[src/rtl/seqdet_pkg.sv]
package seqdet_pkg;
  localparam int DATA_W  = 16;
  localparam int PAT_LEN = 3;

  typedef enum logic [1:0] {
    ST_IDLE  = 2'd0,
    ST_ONE   = 2'd1,
    ST_TWO   = 2'd2,
    ST_MATCH = 2'd3
  } match_st_t;
endpackage

[src/rtl/seqdet_cmp.sv]
module seqdet_cmp #(
  parameter int WIDTH = 16,
  parameter int COUNT = 3,
  parameter logic [COUNT*WIDTH-1:0] TARGETS = '0
) (
  input  logic [WIDTH-1:0] word,
  output logic [COUNT-1:0] hit
);
  // hit[i] is set when the word equals target number i (target 0 is first in order)
  for (genvar i = 0; i < COUNT; i++) begin : g_cmp
    assign hit[i] = (word == TARGETS[i*WIDTH +: WIDTH]);
  end
endmodule

[src/rtl/seqdet_fsm.sv]
module seqdet_fsm
  import seqdet_pkg::*;
(
  input  logic       clk,
  input  logic       rst,
  input  logic       take,
  input  logic [2:0] hit,
  output logic       match_q
);
  match_st_t cur, nxt;

  always_comb begin
    nxt = cur;
    if (take) begin
      if (hit[0]) begin
        nxt = ST_ONE;
      end else begin
        unique case (cur)
          ST_ONE:  nxt = hit[1] ? ST_TWO   : ST_IDLE;
          ST_TWO:  nxt = hit[2] ? ST_MATCH : ST_IDLE;
          default: nxt = ST_IDLE;
        endcase
      end
    end
  end

  always_ff @(posedge clk) begin
    if (rst) begin
      cur     <= ST_IDLE;
      match_q <= 1'b0;
    end else begin
      cur     <= nxt;
      match_q <= (nxt == ST_MATCH);
    end
  end
endmodule

[src/rtl/seqdet_top.sv]
module seqdet_top
  import seqdet_pkg::*;
#(
  parameter int DW = DATA_W,
  parameter logic [DW-1:0] FIRST  = 2,
  parameter logic [DW-1:0] SECOND = 4,
  parameter logic [DW-1:0] THIRD  = 7
) (
  input  logic          clk,
  input  logic          rst,
  input  logic [DW-1:0] data_in,
  input  logic          enter,
  output logic          found
);
  localparam logic [PAT_LEN*DW-1:0] TARGETS = {THIRD, SECOND, FIRST};

  logic [PAT_LEN-1:0] hit;

  seqdet_cmp #(.WIDTH(DW), .COUNT(PAT_LEN), .TARGETS(TARGETS)) cmp_i (
    .word(data_in),
    .hit (hit)
  );

  seqdet_fsm fsm_i (
    .clk    (clk),
    .rst    (rst),
    .take   (enter),
    .hit    (hit),
    .match_q(found)
  );
endmodule

[config.mk]
export PLATFORM = sky130hd
export DESIGN_NAME = seqdet_top
export DESIGN_NICKNAME = d
export VERILOG_FILES = /design/src/rtl/seqdet_pkg.sv /design/src/rtl/seqdet_cmp.sv /design/src/rtl/seqdet_fsm.sv /design/src/rtl/seqdet_top.sv
export SDC_FILE = /design/constraint.sdc
export NUM_CORES = 1
export LEC_CHECK = 0
export BUFFER_PORTS_ARGS = -buffer_cell sky130_fd_sc_hd__buf_2
export CAP_MARGIN = 0
export CORE_AREA = 2 2 39 41
export DETAILED_ROUTE_END_ITERATION = 16
export DIE_AREA = 0 0 41 43
export PLACE_DENSITY_LB_ADDON = 0.08
export SKIP_LAST_GASP = 1
export SYNTH_ARGS = -nofsm -noshare
export SYNTH_HDL_FRONTEND = slang
export SYNTH_HIERARCHICAL = 1
export SYNTH_SLANG_ARGS = --single-unit
[constraint.sdc]
create_clock -name clk -period 1.67 [get_ports clk]
set_clock_uncertainty 0.1 [all_clocks]
set_input_delay 0.2505 -clock clk [delete_from_list [all_inputs] [get_ports clk]]
set_output_delay 0.2505 -clock clk [all_outputs]
set_load 0.05 [all_outputs]
# Yosys cells after proc, flatten, opt, wreduce, memory -nomap -nowiden
# Cells that the tools add are included.
[word_totals] in_bits=19 wordCells=13 out_inout_bits=1 register_bits=3
[op_classes] eq_ne=6 n_mux=5
[op_table] operator="16-bit by 3-bit equality test with 1-bit output (second input constant)" count=2
[op_table] operator="16-bit by 2-bit equality test with 1-bit output (second input constant)" count=1
[op_table] operator="2-bit 2-to-1 mux" count=4
[op_table] operator="2-bit equality test (second input constant)" count=2
[op_table] operator="2-bit case mux with 2 select lines" count=1
[op_table] operator="2-bit by 1-bit equality test with 1-bit output (second input constant)" count=1

# Longest topological paths before layout
# Gate-level depths: netlist (run 1).
[depth] depth_word=6 depth_mapped=6 mapped_depth_nobuf=6

# Cells and area by module
# Netlist (run 1), hierarchy kept.
[by_module_without_submodules] module="seqdet_fsm" n_inst=1 seq_area_each_um2=60.1 cells_per_inst=15 area_per_inst_um2=150.1
[by_module_without_submodules] module="seqdet_cmp" n_inst=1 seq_area_each_um2=0.0 cells_per_inst=11 area_per_inst_um2=81.3

# Worst setup path after synthesis (run 1)
# OpenSTA, ideal clock, no wires.
[synth_path] path_kind="input -> register" from="in data_in[13]" to="reg fsm_i.match_q" n_path_buf=0 path_slack_ns=0.109 path_stages=6 setup_ns=0.065 t_arrival_ns=1.396 cell_sequence="nor4_1 > nand3_1 > nor3_1 > a22oi_1 > o32a_1 > nor2b_1"
[synth_between] elab_chain_len=6
[synth_lines] item="start: declaration" line_no="seqdet_top.sv:11" rtl="input logic [DW-1:0] data_in,"
[synth_lines] item="16-bit by 3-bit equality test with 1-bit output" line_no="seqdet_cmp.sv:11" rtl="assign hit[i] = (word == TARGETS[i*WIDTH +: WIDTH]);"
[synth_lines] item="named net hit[2]" line_no="seqdet_top.sv:17" rtl="logic [PAT_LEN-1:0] hit;"
[synth_lines] item="2-bit 2-to-1 mux" line_no="seqdet_fsm.sv:20" rtl="ST_TWO: nxt = hit[2] ? ST_MATCH : ST_IDLE;"
[synth_lines] item="2-bit case mux with 2 select lines" line_no="seqdet_fsm.sv:18" rtl="unique case (cur)"
[synth_lines] item="2-bit 2-to-1 mux" line_no="seqdet_fsm.sv:15" rtl="if (hit[0]) begin"
[synth_lines] item="2-bit 2-to-1 mux" line_no="seqdet_fsm.sv:14" rtl="if (take) begin"
[synth_lines] item="2-bit equality test" line_no="seqdet_fsm.sv:33" rtl="match_q <= (nxt == ST_MATCH);"
[synth_lines] item="end signal: assignment" line_no="seqdet_fsm.sv:33"
[synth_lines] item="end: declaration" line_no="seqdet_fsm.sv:8" rtl="output logic match_q"
# The timed path passes the listed nets, and every way through them passes these cells.
# A chain may end at the register's enable or synchronous reset.

# Worst setup path in the final report (run 1)
[layout_path] from="in data_in[7]" to="reg fsm_i.match_q"
# The elaborated chain is that of the path after synthesis.

==> metrics.md, run 1 <==
| Metric | Value |
|---|---|
| Count of cell types in the netlist | `16` |
| Leading cell types by count after synthesis | `inv_1 (4), dfxtp_1 (3), nor4_2 (3)` |
| FMAX | `0.6564 GHz` |
| Finish-stage setup viols | `0` |
| Min Clock Period, post-route | `1523 ps` |
| CTS Root Cell | `clkbuf_4` |
| Initial DRT Pass Iterations | `2` |
| GR Overflow Total | `0` |
| Data arrival time of the worst path | `1590 ps` |
| Yosys warns | `6` |
| First-pass GRT wire length | `910 um` |
| Critical path class | `in -> reg` |
| Worst r2r src | `fsm_i/cur[0]` |
| FF+latch count, synth | `3` |
| Met2 usage in global routing | `0.1156` |
| Worst-path clk slew | `30 ps` |
| Total GRT Usage | `0.08308` |
| Fraction of registers with async set or reset after synthesis | `0` |
| Maximum root-to-sink buffer count | `2` |
| Max_slew headroom | `0.8392` |
| Initial antenna violation count | `0` |
| Leak | `0.1683 nW` |
| Critical path launch point | `data_in[7]` |
| Ys flop type | `dfxtp_1` |
| VDD IR max | `266.3 uV` |
| Tcrit/Tclk final | `0.9123` |
| Initial Utilization | `0.1673` |
| Drt drc | `0` |
| Post-route worst setup slack | `146.5 ps` |
| Total power | `0.0002368 W` |
| Number of global-route vias before repair | `255` |
| Buffers on Ports | `19` |
| Synth Cell Area | `231.5 um^2` |
| Vias | `281` |
| Beginning of the worst hold path | `rst` |
| Pre-CTS setup slack | `-215.3 ps` |
| Ant. Diodes | `0` |
| Worst path max stage delay | `360 ps` |
| Worst path cell trace | `buf_2 > nor4_4 > nand3b_1 > nor3_2 > a22oi_1 > o32a_1 > nor2b_1` |
| TritonCTS clock tree | `yes` |
| CP startpoint kind | `input pin` |
| Clk Latency, worst-skew pair | `230 ps` |
| DP HPWL | `506.5 um` |
| GR Layer Usage met1 | `0.07962` |
| Fin. Hold Viols | `0` |
| Rows | `14` |
| Largest area contributor in the netlist | `dfxtp_1` |
| Critical path's slowest cell | `o32a_1` |
| Most numerous cell in the Yosys netlist | `inv_1` |
| Die span in y | `43 um` |
| Most used routing layer | `met2` |
| PwrDens | `593.2 nW/um^2` |
| Yosys top cell area share | `0.2595` |
| Syn nets | `47` |
| Max_cap viols | `0` |
| Max Slew Vio Count | `0` |
| Crit Path Max Fanout | `2` |
| Met3 GRT Util | `0.03141` |
| Crit. End Element | `flip-flop` |
| Worst slew pin tran | `239.2 ps` |
| RSZ-0062 raised after global routing | `false` |
| Layout cells sized above 1 | `0.5714` |
| Die Wd | `41 um` |
| Fin Hold WS | `91.08 ps` |
| Antenna viol nets, final | `0` |
| Setup_tns | `0 ps` |
| Number of nets in the layout | `71` |
| CTS sink cnt | `3` |
| Via density | `4.323` |
| Die area | `1763 um^2` |
| Core Area | `1384 um^2` |
| Cell count after synthesis | `26` |
| Fillcell total | `149` |
| Number of synthesized flops with an enable pin | `0` |
| Area grow syn2layout | `72.43%` |
| DR WL/cell | `9.277 um` |
| Synth area leaders | `dfxtp_1 (26%), nor4_2 (16%), ha_1 (11%)` |
| HP Class | `in -> reg` |
| Detailed-route wire length | `603 um` |
| Starting DRT DRC Count | `3` |
| H-tree levels | `1` |
| Sequential element share of the synthesized area | `0.2595` |
| GP Congestion | `0.6988` |
| Outcome | `finished clean` |
| Critical Path RT | `1730 ps` |
| Syn Area/Cell | `8.903 um^2` |
| CTS Buf Count | `3` |
| Pin count of the biggest net entering global routing | `4` |
| # IOs | `20` |
[cell usage in the layout, fill, tap and decap left out]
cell type / n
nand2b_1: 2
buf_2: 19
and3b_1: 1
nor3_2: 1
a22oi_1: 1
ha_1: 2
o221a_1: 1
nand2_1: 1
nand3b_1: 1
clkbuf_4: 3
dfxtp_1: 3
nor2_1: 1
inv_1: 4
o32a_1: 1
clkbuf_1: 1
nor4_4: 1
nor2b_1: 1
nor4_2: 4
nand3_1: 1
[power by group]
group	switching [W]	total, W	internal (W)	leakage, nW
clock network	0.0000338	0.000123	0.0000893	0.0150
registers	0.00000107	0.0000744	0.0000733	0.0243
logic	0.0000178	0.0000393	0.0000215	0.129
total	0.0000527	0.000237	0.000184	0.168
[through the flow]
stage | instance area [um^2] | cells | util
after floorplan | 231.5 | 26 | -
after global placement | 346.6 | 61 | 0.2505
after detailed placement | 346.6 | 61 | 0.2505
after CTS | 372.9 | 65 | 0.2694
after global routing | 399.1 | 65 | 0.2884
final | 399.1 | 65 | 0.2884
[final cells by class]
class	instances	area, um^2	area share
multi-input cells	19	182.7	0.4577
repair buffers	19	95.09	0.2382
flip-flops and latches	3	60.06	0.1505
clock buffers	4	26.28	0.06583
well taps	16	20.02	0.05016
inverters	4	15.01	0.03762
[cells by family (layout without fill, tap and decap cells)]
group           count (synthesis)  after routing  share of synthesized area
simple gates                   14             14                     0.4432
flops                           3              3                     0.2595
fa+ha+maj                       2              2                     0.1081
buf+inv                         4             27                    0.06485
compound gates                  3              3                     0.1243
[sequential cells by signal, indices dropped and copies added (netlist names)]
name,flops
fsm_i/cur,2
fsm_i/match_q,1
[timing repair]
item                                    in CTS  in global routing
hold buffers                                 0                  0
endpoints found under the setup margin       0                  2
setup buffers                                0                  0
gates resized for setup                      0                  4
[worst max-delay path: cells and delay by family]
family                 cells  cell delay [ps]
AND/OR/NAND/NOR            4              770
AO/OA/AOI/OAI              2              450
buffers and inverters      1              110
[metal layers]
metal / part of all wire / vias to the layer above / routed length, um
met5: 0 / - / 0
met4: 0 / 0 / 0
met3: 0.080 / 0 / 48
met2: 0.52 / 8 / 316
met1: 0.39 / 130 / 237
li1: - / 143 / -
[final timing paths]
path | to | slack, ps | depth (start not counted)
setup reg to reg | fsm_i/match_q | 240 | 5
hold reg to reg | fsm_i/cur[0] | 520 | 1
setup / recovery | fsm_i/match_q | 150 | 7
hold / removal | fsm_i/cur[1] | 90 | 2
Note: power is estimated with default switching activity, not from simulation.
==> run 2: changes to the inputs <==
- REMOVE_ABC_BUFFERS: unset -> 1
- clock period: 1.67 -> 1.7 ns (I/O delays scaled with it)
==> run 2 against run 1 <==
  * Worst hold slack improved by 6.1 ps
  * Non-clock buffer count did not move
  * Worst setup slack got worse by 16 ps
  * Critical path type unchanged
  * Clock power barely moved
  * Final cell count did not move
  * Die area did not move
  * Combinational power fell by 5.9%
  * Routed wire length rose by 9.3%
  * Largest power group unchanged
  * Core utilization fell by 0.63 points
==> metrics.md, run 2 (synthesis gave the netlist of run 1 again) <==
| Metric | Value |
|---|---|
| Rows | `14 (unchanged)` |
| GR Overflow Total | `0 (unchanged)` |
| Pin count of the biggest net entering global routing | `4 (unchanged)` |
| Via density | `4.292 (was 4.323)` |
| HP Class | `in -> reg (unchanged)` |
| Fin. Hold Viols | `0 (unchanged)` |
| CP startpoint kind | `input pin (unchanged)` |
| Fin Hold WS | `97.17 ps (was 91.08 ps)` |
| Post-route worst setup slack | `130.1 ps (was 146.5 ps)` |
| GP Congestion | `0.6281 (was 0.6988)` |
| Post-CTS Setup Bufs | `0 (unchanged)` |
| Cell area after layout | `390.4 um^2 (was 399.1 um^2)` |
| Antenna viol nets, final | `0 (unchanged)` |
| Largest regs | `fsm_i/cur: 2 flops, fsm_i/match_q: 1 flops (unchanged)` |
| Max_slew headroom | `0.8184 (was 0.8392)` |
| Outcome | `finished clean (unchanged)` |
| Final non-filler cell total | `65 (unchanged)` |
| Dpl cell area | `346.6 um^2 (unchanged)` |
| DP HPWL | `487.1 um (was 506.5 um)` |
| Tcrit/Tclk final | `0.9235` |
| Dpl cells | `61 (unchanged)` |
| Min Clock Period, post-route | `1570 ps` |
| Worst-path clk slew | `40 ps (was 30 ps)` |
| Hold Buf Count CTS | `0 (unchanged)` |
| R2R depth | `5 (unchanged)` |
| TritonCTS clock tree | `yes (unchanged)` |
| # IOs | `20 (unchanged)` |
| Crit Path Max Fanout | `2 (unchanged)` |
| Total GRT Usage | `0.08008 (was 0.08308)` |
| Initial DRT Pass Iterations | `4 (was 2)` |
| Leak | `0.1667 nW (was 0.1683 nW)` |
| Critical Path RT | `1760 ps (was 1730 ps)` |
| Finish-stage setup viols | `0 (unchanged)` |
| CTS Buf Count | `3 (unchanged)` |
| Worst slew pin tran | `270.2 ps (was 239.2 ps)` |
| PwrDens | `593.2 nW/um^2 (about the same)` |
| First-pass GRT wire length | `931 um (was 910 um)` |
| Number of global-route vias before repair | `262 (was 255)` |
| FMAX | `0.6370 GHz` |
| Maximum root-to-sink buffer count | `2 (unchanged)` |
| Max_cap viols | `0 (unchanged)` |
| Core Area | `1384 um^2 (unchanged)` |
| Buffers on Ports | `19 (unchanged)` |
| H-tree levels | `1 (unchanged)` |
| Data arrival time of the worst path | `1630 ps (was 1590 ps)` |
| Hold Crit Depth | `2 (unchanged)` |
| DR WL/cell | `10.14 um (was 9.277 um)` |
| CTS Root Cell | `clkbuf_4 (unchanged)` |
| Ant. Diodes | `0 (unchanged)` |
| Crit. End Element | `flip-flop (unchanged)` |
| Initial Utilization | `0.1673 (unchanged)` |
| VDD IR max | `204.6 uV (was 266.3 uV)` |
| Vias | `279 (was 281)` |
| Detailed-route wire length | `659 um (was 603 um)` |
| Most flops, register | `fsm_i/cur (unchanged)` |
| Max Slew Vio Count | `0 (unchanged)` |
| Area grow syn2layout | `68.65% (was 72.43%)` |
| Die Wd | `41 um (unchanged)` |
| Number of nets in the layout | `71 (unchanged)` |
| Most frequent cells in the layout | `buf_2 (19), nor4_2 (5), inv_1 (4) (was buf_2 (19), nor4_2 (4), inv_1 (4))` |
| Die span in y | `43 um (unchanged)` |
| Setup_tns | `0 ps (unchanged)` |
| Starting DRT DRC Count | `9 (was 3)` |
| Initial antenna violation count | `0 (unchanged)` |
| RSZ-0062 raised after global routing | `false (unchanged)` |
| Die area | `1763 um^2 (unchanged)` |
| Commonest non-fill, non-tap cell in the layout | `buf_2 (unchanged)` |
| Drt drc | `0 (unchanged)` |
| Clk Latency, worst-skew pair | `230 ps (about the same)` |
| Max reg flops | `2 (unchanged)` |
| Critical path class | `in -> reg (unchanged)` |
| Layout cells sized above 1 | `0.5714 (unchanged)` |
| CTS sink cnt | `3 (unchanged)` |
| Pre-CTS setup slack | `-138.1 ps (was -215.3 ps)` |
-- run 2: repair_timing --
item / 4_1_cts / 5_1_grt
setup endpoints to repair: 0 / 2
gates resized for setup: 0 / 3
hold endpoints to repair: 0 / 0
-- run 2: layout make-up --
class	count	area, um^2
Fill cell	162	993.5
Timing Repair Buffer	19	95.09
Inverter	4	15.01
Sequential cell	3	60.06
Clock buffer	4	26.28
Multi-Input combinational cell	19	173.9
Tap cell	16	20.02
-- run 2: worst paths after layout --
path                 from       endpoint  slack [ps]
max            data_in[7]  fsm_i/match_q         130
min                   rst   fsm_i/cur[1]         100
max reg2reg  fsm_i/cur[0]  fsm_i/match_q         290
min reg2reg  fsm_i/cur[0]   fsm_i/cur[0]         500
-- run 2: per-stage QoR --
stage	util	total power [W]
after floorplan	-	0.00008210
after global placement	0.2505	0.0001056
after detailed placement	0.2505	0.0001071
after CTS	0.2694	0.0002374
after global routing	0.2821	0.0002518
final	0.2821	0.0002316
-- run 2: worst max-delay path: stages --
cell	delay, ps
buf_2	100
nor4_2	310
nand3b_1	180
nor3_2	220
a22oi_1	100
o32a_1	360
nor2b_1	110
-- run 2: layer usage --
metal | GRT usage | vias to the layer above | wire length, um
met5 | 0 | - | 0
met4 | 0.06000 | 0 | 0
met3 | 0.03141 | 0 | 50
met2 | 0.1156 | 8 | 363
met1 | 0.08917 | 128 | 245
li1 | - | 143 | -
-- run 2: power breakdown --
group | total [W] | internal (W) | leakage [nW] | switching, W
Combinational | 0.0000370 | 0.0000204 | 0.127 | 0.0000166
Sequential | 0.0000729 | 0.0000720 | 0.0243 | 0.000000917
Clock | 0.000122 | 0.0000878 | 0.0150 | 0.0000339
Total | 0.000232 | 0.000180 | 0.167 | 0.0000514
